File: config.mk
export PLATFORM = sky130hd
export DESIGN_NAME = byte_framer
export DESIGN_NICKNAME = d
export VERILOG_FILES = /design/src/rtl/framer_pkg.sv /design/src/rtl/fr_preamble_det.sv /design/src/rtl/fr_assembler.sv /design/src/rtl/fr_decode.sv /design/src/rtl/byte_framer.sv
export SDC_FILE = /design/constraint.sdc
export NUM_CORES = 1
export LEC_CHECK = 0
export BUFFER_PORTS_ARGS = -buffer_cell sky130_fd_sc_hd__buf_4
export CAP_MARGIN = 15
export CORE_MARGIN = 4
export CORE_UTILIZATION = 35
export CTS_CLUSTER_SIZE = 25
export DETAILED_ROUTE_END_ITERATION = 10
export HOLD_SLACK_MARGIN = 0.08
export PLACE_DENSITY = 0.5
export SLEW_MARGIN = 20
export SYNTH_ARGS = -nofsm -noshare
export SYNTH_HDL_FRONTEND = slang
export SYNTH_SLANG_ARGS = --single-unit
export TNS_END_PERCENT = 50
File: constraint.sdc
create_clock -name clk -period 2.2 [get_ports clk]
set_clock_uncertainty 0.1 [all_clocks]
set_input_delay 0.44 -clock clk [delete_from_list [all_inputs] [get_ports clk]]
set_output_delay 0.44 -clock clk [all_outputs]
set_load 0.1 [all_outputs]
File: src/rtl/framer_pkg.sv
package framer_pkg;

    typedef enum logic {
        ST_HUNT  = 1'b0,
        ST_FRAME = 1'b1
    } fr_state_e;

    typedef struct packed {
        logic start_bad;
        logic parity_bad;
        logic stop_bad;
    } fr_flags_t;

    // Parity bit a well-formed frame carries: 1 XOR all data bits.
    function automatic logic odd_fill(input logic [63:0] v, input int w);
        logic acc;
        acc = 1'b1;
        for (int i = 0; i < 64; i++) begin
            if (i < w) acc = acc ^ v[i];
        end
        return acc;
    endfunction

endpackage

File: src/rtl/fr_preamble_det.sv
module fr_preamble_det #(
    parameter int ONES = 4
) (
    input  logic clk,
    input  logic rst,
    input  logic shift_en,
    input  logic clear,
    input  logic bit_in,
    output logic hit
);
    localparam int PW = ONES + 1;
    localparam logic [PW-1:0] SYNC_PAT = {{ONES{1'b1}}, 1'b0};

    logic [ONES-1:0] hist;
    logic [PW-1:0]   window;

    assign window = {hist, bit_in};
    assign hit    = shift_en && (window == SYNC_PAT);

    always_ff @(posedge clk) begin
        if (rst || clear) begin
            hist <= '0;
        end else if (shift_en) begin
            hist <= window[ONES-1:0];
        end
    end


    hist_cleared_chk: assert property (@(posedge clk) disable iff (rst)
        (clear && !shift_en) |=> !hit);

endmodule

File: src/rtl/fr_assembler.sv
module fr_assembler #(
    parameter int DATA_W = 8,
    parameter int ONES   = 4
) (
    input  logic              clk,
    input  logic              rst,
    input  logic              abort,
    input  logic              bit_valid,
    input  logic              bit_in,
    output logic              frame_done,
    output logic [DATA_W+2:0] frame_bits,
    output logic              pre_pulse
);
    localparam int FW = DATA_W + 3;
    localparam int CW = $clog2(FW);
    localparam logic [CW-1:0] LAST = CW'(FW - 1);

    framer_pkg::fr_state_e state;
    logic [CW-1:0] cnt;
    logic [FW-1:0] buffer;
    logic          take;
    logic          hit;
    logic          hunt_shift;

    assign take       = bit_valid && !abort;
    assign hunt_shift = take && (state == framer_pkg::ST_HUNT);

    fr_preamble_det #(.ONES(ONES)) u_det (
        .clk      (clk),
        .rst      (rst),
        .shift_en (hunt_shift),
        .clear    (abort || hit),
        .bit_in   (bit_in),
        .hit      (hit)
    );

    always_ff @(posedge clk) begin
        if (rst) begin
            state      <= framer_pkg::ST_HUNT;
            cnt        <= '0;
            buffer     <= '0;
            frame_done <= 1'b0;
            frame_bits <= '0;
            pre_pulse  <= 1'b0;
        end else begin
            frame_done <= 1'b0;
            pre_pulse  <= 1'b0;
            if (abort) begin
                state  <= framer_pkg::ST_HUNT;
                cnt    <= '0;
                buffer <= '0;
            end else if (take) begin
                if (state == framer_pkg::ST_HUNT) begin
                    if (hit) begin
                        state     <= framer_pkg::ST_FRAME;
                        buffer    <= '0;
                        cnt       <= CW'(1);
                        pre_pulse <= 1'b1;
                    end
                end else begin
                    buffer[cnt] <= bit_in;
                    if (cnt == LAST) begin
                        frame_done <= 1'b1;
                        frame_bits <= {bit_in, buffer[FW-2:0]};
                        cnt        <= '0;
                    end else begin
                        cnt <= cnt + 1'b1;
                    end
                end
            end
        end
    end


    hold_when_idle_chk: assert property (@(posedge clk) disable iff (rst)
        (!bit_valid && !abort) |=> ($stable(cnt) && $stable(state)));


    frame_wrap_chk: assert property (@(posedge clk) disable iff (rst)
        frame_done |-> (cnt == '0 && state == framer_pkg::ST_FRAME));


    start_reused_chk: assert property (@(posedge clk) disable iff (rst)
        pre_pulse |-> (cnt == CW'(1)));

endmodule

File: src/rtl/fr_decode.sv
module fr_decode #(
    parameter int DATA_W = 8
) (
    input  logic                  frame_done,
    input  logic [DATA_W+2:0]     frame_bits,
    output logic [DATA_W-1:0]     data,
    output framer_pkg::fr_flags_t flags
);
    localparam int FW = DATA_W + 3;

    logic [DATA_W-1:0] raw;
    assign raw = frame_bits[DATA_W:1];

    always_comb begin
        data  = '0;
        flags = '0;
        if (frame_done) begin
            data             = raw;
            flags.start_bad  = frame_bits[0];
            flags.parity_bad = frame_bits[DATA_W+1] != framer_pkg::odd_fill(64'(raw), DATA_W);
            flags.stop_bad   = !frame_bits[FW-1];
        end
    end

endmodule

File: src/rtl/byte_framer.sv
module byte_framer #(
    parameter int DATA_W = 8,
    parameter int ONES   = 4
) (
    input  logic              clk,
    input  logic              rst,
    input  logic              bit_valid,
    input  logic              bit_val,
    input  logic              abort,
    output logic              byte_valid,
    output logic [DATA_W-1:0] byte_data,
    output logic              start_err,
    output logic              parity_err,
    output logic              stop_err,
    output logic              preamble_hit
);
    logic                  done;
    logic [DATA_W+2:0]     fbits;
    framer_pkg::fr_flags_t flags;

    fr_assembler #(.DATA_W(DATA_W), .ONES(ONES)) u_asm (
        .clk        (clk),
        .rst        (rst),
        .abort      (abort),
        .bit_valid  (bit_valid),
        .bit_in     (bit_val),
        .frame_done (done),
        .frame_bits (fbits),
        .pre_pulse  (preamble_hit)
    );

    fr_decode #(.DATA_W(DATA_W)) u_dec (
        .frame_done (done),
        .frame_bits (fbits),
        .data       (byte_data),
        .flags      (flags)
    );

    assign byte_valid = done;
    assign start_err  = flags.start_bad;
    assign parity_err = flags.parity_bad;
    assign stop_err   = flags.stop_bad;


    byte_one_shot_chk: assert property (@(posedge clk) disable iff (rst)
        byte_valid |=> !byte_valid);


    sync_one_shot_chk: assert property (@(posedge clk) disable iff (rst)
        preamble_hit |=> !preamble_hit);


    flags_gated_chk: assert property (@(posedge clk) disable iff (rst)
        !byte_valid |-> !(start_err || parity_err || stop_err));


    abort_quiet_chk: assert property (@(posedge clk) disable iff (rst)
        abort |=> (!byte_valid && !preamble_hit));

endmodule

Yosys cells after proc, flatten, opt, wreduce, memory -nomap -nowiden

Cells that the tools add are included.

Output and inout port bits: 13
Bits in registers: 33
Logic and storage cells: 59
Input port bits: 5

Equal/unequal tests: 3
Reductions and logical operators: 14
Add/sub/neg operators: 1
Multiplexer cells: 21
Bitwise logic cells: 11
Magnitude comparators: 2

Operators with widths:

| operator                                                                     | count |
|---|---|
| 11-bit two-way mux                                                           | 2 |
| 1-bit two-way mux                                                            | 12 |
| 4-bit two-way mux                                                            | 3 |
| 11-bit bitwise mux                                                           | 1 |
| 8-bit two-way mux                                                            | 1 |
| 4-bit OR reduction                                                           | 2 |
| 1-bit bitwise XOR                                                            | 7 |
| 5-bit == test, second input constant                                         | 1 |
| 4-bit by 5-bit less-than comparator with 1-bit output, second input constant | 1 |
| 4-bit by 1-bit adder with 4-bit output, second input constant                | 1 |
| 1-bit demux with 4-bit select                                                | 1 |
| 4-bit == test, second input constant                                         | 1 |
| 4-bit by 1-bit >= comparator with 1-bit output, second input constant        | 1 |
| 1-bit logical AND                                                            | 4 |
| 1-bit NOT                                                                    | 4 |
| 4-bit AND reduction                                                          | 1 |
| 3-bit two-way mux                                                            | 1 |
| 1-bit zero test                                                              | 2 |
| 1-bit logical OR                                                             | 2 |
| 2-bit AND reduction                                                          | 1 |
| 2-bit nonzero test                                                           | 1 |
| 2-bit OR reduction                                                           | 1 |
| 1-bit inequality test                                                        | 1 |

Logic depth before layout (Yosys ltp)

Depth in word-level cells: 18
Gate-level depth with buffers: 6
Depth with buffers taken out: 4

Cells and area by module

From an unflattened synthesis, not the netlist that was laid out.

Cell total of the unflattened synthesis: 172
Area, all modules: 1560.2 sq um

Modules (own cells, without submodules):

| module          | seq. area each (sq um) | area an instance (sq um) | instances | cells an instance |
|---|---|---|---|---|
| fr_assembler    | 560.5                  | 1234.9                   | 1         | 136 |
| fr_preamble_det | 80.1                   | 165.2                    | 1         | 16 |
| fr_decode       | 0.0                    | 160.2                    | 1         | 20 |

Worst setup path after synthesis

Ideal clock, no wire load.

Kind: reg-to-output
From: register u_asm.frame_done
To: output port stop_err
Data required time: 1.660 ns
Setup slack: -0.730 ns
Data arrival time: 2.390 ns
Path buffers: 0
Stages on the path, launching flop included: 2
Cells stage by stage: dfxtp_1 nor2b_1

Cells in the longest elaborated chain, start to end: 1

RTL lines:

| item                   | RTL line           | source |
|---|---|---|
| start, declared        | fr_assembler.sv:10 | `output logic frame_done,` |
| start signal, assigned | fr_assembler.sv:42 | `frame_done <= 1'b0;` |
| start signal, assigned | fr_assembler.sv:46 | `frame_done <= 1'b0;` |
| start signal, assigned | fr_assembler.sv:63 | `frame_done <= 1'b1;` |
| 3-bit two-way mux      | fr_decode.sv:17    | `if (frame_done) begin` |
| end, declared          | byte_framer.sv:14  | `output logic stop_err,` |

No other way between the ends.

Worst setup path in the final report

From: register u_asm.frame_bits[7]
To: output port parity_err

Cells in the longest elaborated chain, start to end: 6

RTL lines:

| item                   | RTL line           | source |
|---|---|---|
| start, declared        | fr_assembler.sv:11 | `output logic [DATA_W+2:0] frame_bits,` |
| start signal, assigned | fr_assembler.sv:64 | `frame_bits <= {bit_in, buffer[FW-2:0]};` |
| 1-bit bitwise XOR      | framer_pkg.sv:19   | `if (i < w) acc = acc ^ v[i];` |
| 1-bit two-way mux      | fr_decode.sv:17    |  |
| 1-bit bitwise XOR      | framer_pkg.sv:19   |  |
| 1-bit two-way mux      | fr_decode.sv:17    |  |
| 1-bit inequality test  | fr_decode.sv:20    | `flags.parity_bad = frame_bits[DATA_W+1] != framer_pkg::odd_fill(64'(raw), DATA_W);` |
| 3-bit two-way mux      | fr_decode.sv:17    |  |
| end, declared          | byte_framer.sv:13  | `output logic parity_err,` |

No other way between the ends. The select of a mux whose other input is x is not followed.

==> metrics.md <==
| Metric | Value |
|---|---|
| #FFs+latches synth | 32 |
| Leakage power | between 0.0008 and 0.0009 µW |
| RR Startpoint | u_asm.cnt[0]$_SDFFE_PP0P_ |
| I/O Buffers | 17 |
| First-pass GRT wire length | between 6 and 7 mm |
| Total CTS buffers | 5 |
| Logic gate share of total power | 2.8% |
| Initial antenna violation count | 0 |
| Setup Crit Path Kind | reg2out |
| Cell taking the most area after synthesis | dfxtp_1 |
| Finish-stage setup viols | 0 |
| Total Wirelength | 3.740 mm |
| Skew-Pair Late Insertion Delay | 280 ps |
| Largest net degree at the start of global routing | 21 |
| Num rows | 24 |
| Setup TNS Final | 0 ps |
| Final Instance Area | slightly below 2000 µm² |
| Clock Tree Buf Depth | 2 |
| Root Driver | clkbuf_8 |
| Endpoints failing hold | 0 |
| WL/cell | approximately 14 µm |
| Post-route DRC | 0 |
| Share of cells above drive strength 1 | approximately a quarter |
| 1st-pass router iterations | 4 |
| Sequential Power Share | roughly half |
| Post-route setup slack | 2.838 ps |
| Register Area | between 600 and 700 µm² |
| ANT cells | 0 |
| VDD IR max | roughly 290 µV |
| Die Width | between 70 and 80 µm |
| Hold WC Path Type | in2reg |
| Post-route ant nets | 0 |
| Post-Syn Instances | 190 |
| IO Pins | 18 |
| Yosys top cell area share | about two fifths |
| Hold Crit Endpoint | u_asm.frame_bits[7]$_SDFFE_PP0P_ |
| Kind of end point of the critical path | output pin |
| Reg-to-reg slack, setup | a little under 600 ps |
| Most common cell after layout, fill and taps aside | dfxtp_1 |
| CORE AREA | about 4400 µm² |
| CP required | ~1700 ps |
| Fill cells | 442 |
| Clock Sink Count | 32 |
| Yosys warnings | 0 |
| WHS Path Cells | 2 |
| Clk pin slew, worst setup/hold paths | roughly 70 ps |
| Via density | approximately 5.3 |
| Syn_area_per_cell | roughly 8.5 µm² |
| Hold Path Origin | rst |
| Synth cell types | between 40 and 50 |
| Reg2Reg Depth | 5 |
| Starting DRT DRC Count | 96 |
| Area grow syn2layout | 20.82% |
| Max-cap check violation count | 0 |
| RSZ-0062 raised after global routing | yes |
| Commonest non-fill, non-tap cells in the layout | 28 x dfxtp_1, 21 x buf_4, 20 x nor2_1, 18 x nand2_1, 12 x mux2i_1 |
| Slew of the pin with the lowest slew margin | 586.1 ps |
| Post-Layout Cell Count | 260 |
| RR Endpoint | u_asm.frame_bits[8]$_SDFFE_PP0P_ |
| Max Fclk | between 400 and 500 MHz |
| Internal power | 925.0 µW |
| CP Max Fanout | 2 |
| Vias in the first global route | 1318 |
| Clock power share | approximately 48% |
| Pre-CTS setup slack | between 150 and 200 ps |
| GPL Wtd Cong | a little over 0.8 |
| Final core occ | between 40% and 50% |
| Placed insts | about 250 |
| Synthesized area | between 1500 and 2000 µm² |
| Multi-input combinational cell area | approximately 950 µm² |
| Fin crit period | 2197 ps |
| GRT Residual Overflow | 0 |
| Sw frac | 21.25% |
| Syn Nets | just under 200 |
| GRT Total Usage | ~14% |
| Pins Over Slew Limit | 0 |
| CTS tree | done |
| H-tree depth | 2 |
| Startpoint Class | flop |
| Hpwl dp | around 2.7 mm |
| P per Cell Area | approximately 600 nW/µm² |
| DIE HEIGHT | 75.96 µm |
| Slew headroom | approximately three fifths |
| CP arrival | ~1700 ps |
| Die area | 5770 µm² |
| Status | complete, no violations |
| Fin crit share | ~100% |
| Post-Place Cell Area | 1805 µm² |
| DR vias | roughly 1.4k |
| Top post-synthesis cells by area | dfxtp_1 40%, mux2i_1 7.4%, nor2_1 4.6% |
| Starting Density | a little over a third |
| Final net count | approximately 210 |
| Psw | about 250 µW |
| Seq/Total Area, Yosys | 39.63% |
==> routing by layer <==
layer	GRT usage [%]	share of wire, %	vias up
li1	-	-	710
met1	18.57	48	636
met2	20.98	46	35
met3	4.502	5.6	2
met4	3.915	0.40	0
met5	0	0	-
==> power groups by stage <==
stage | Sequential (µW) | Combinational [µW] | Clock (µW)
after floorplan | 593 | 18.0 | 0
after global placement | 593 | 32.9 | 0
after detailed placement | 593 | 33.0 | 0
after CTS | 580 | 33.1 | 578
after global routing | 580 | 36.9 | 610
final | 580 | 32.8 | 562
==> cell families (layout without fill, tap and decap cells) <==
| group | after synthesis | count (layout) | share of synthesized area [%] |
|---|---|---|---|
| flip-flops | 32 | 32 | 39.63 |
| AO/OA/AOI/OAI | 40 | 40 | 16.18 |
| multiplexers | 12 | 12 | 7.431 |
| XOR/XNOR | 7 | 7 | 4.644 |
| buffers and inverters | 13 | 31 | 3.637 |
| AND/OR/NAND/NOR | 86 | 86 | 28.48 |
==> worst max path at each step <==
stage | from | to | slack, ps | depth (start not counted)
6_report | u_asm.frame_bits[7]$_SDFFE_PP0P_ | parity_err | 3 | 5
5_1_grt | u_asm.frame_bits[7]$_SDFFE_PP0P_ | parity_err | -80 | 5
4_1_cts | u_asm.frame_bits[7]$_SDFFE_PP0P_ | parity_err | -30 | 5
3_5_place_dp | u_asm.frame_bits[4]$_SDFFE_PP0P_ | parity_err | 150 | 5
3_3_place_gp | u_asm.frame_bits[5]$_SDFFE_PP0P_ | parity_err | 180 | 5
2_1_floorplan | u_asm.frame_bits[5]$_SDFFE_PP0P_ | parity_err | 170 | 4
==> metrics by stage <==
step	hold slack, ps	power, µW
4_1_cts	330.4	1191
2_1_floorplan	331.9	611.3
5_1_grt	333.4	1227
6_report	333.7	1175
3_3_place_gp	341.7	626.4
3_5_place_dp	349.6	626.5
==> cell type report <==
class,instances,share of cell area [%]
Clock buffer,6,3.716
Clock inverter,2,1.794
Inverter,1,0.1922
Multi-Input combinational cell,145,48.81
Sequential cell,32,33.06
Tap cell,52,3.331
Timing Repair Buffer,22,9.097
==> synthesized netlist by cell type <==
library cell and number:
o21a_1 1, a211oi_1 3, nor3_1 5, o21ai_0 11, and4_1 1, nand3b_1 3
nand2b_1 6, nand4_2 1, and2_1 11, a21oi_4 1, and4b_4 1, o31a_1 2
xnor3_1 1, xnor2_1 4, and3_1 1, or4_1 1, dfxtp_1 32, a32oi_1 1
nor4_1 3, nor2b_1 3, a22o_1 1, nand3_1 6, o311ai_1 1, o22ai_1 1
clkbuf_2 1, a21oi_1 11, a31oi_1 2, buf_4 1, inv_1 1, a21boi_0 1
or2_0 1, nand2_1 18, and2b_1 2, xor2_1 2, nor2_1 20, nor4b_1 1
buf_2 4, o2111ai_1 3, o2bb2ai_1 1, mux2i_1 12, nand4b_1 2, clkbuf_1 6
==> state kept, by name, indices dropped and copies added, names as in the netlist <==
| signal | count |
|---|---|
| u_asm.cnt | 4 |
| u_asm.pre_pulse | 1 |
| u_asm.state | 1 |
| u_asm.frame_done | 1 |
| u_asm.frame_bits | 11 |
| u_asm.u_det.hist | 4 |
| u_asm.buffer | 10 |
==> worst max-delay path, cell delays in order, from the launching register on <==
cell and delay [ps]:
dfxtp_2 330, xnor2_2 140, xnor3_1 420, xnor2_1 150
and2_4 170, buf_12 160
==> repair_timing <==
item / 4_1_cts / 5_1_grt
buffers inserted: 1 / 0
gates cloned: 0 / 0
resized for setup: 8 / 1
pin swaps: 3 / 0
setup endpoints to repair: 1 / 1
hold buffers: 0 / 0
Power figures use the tool's default switching activity.
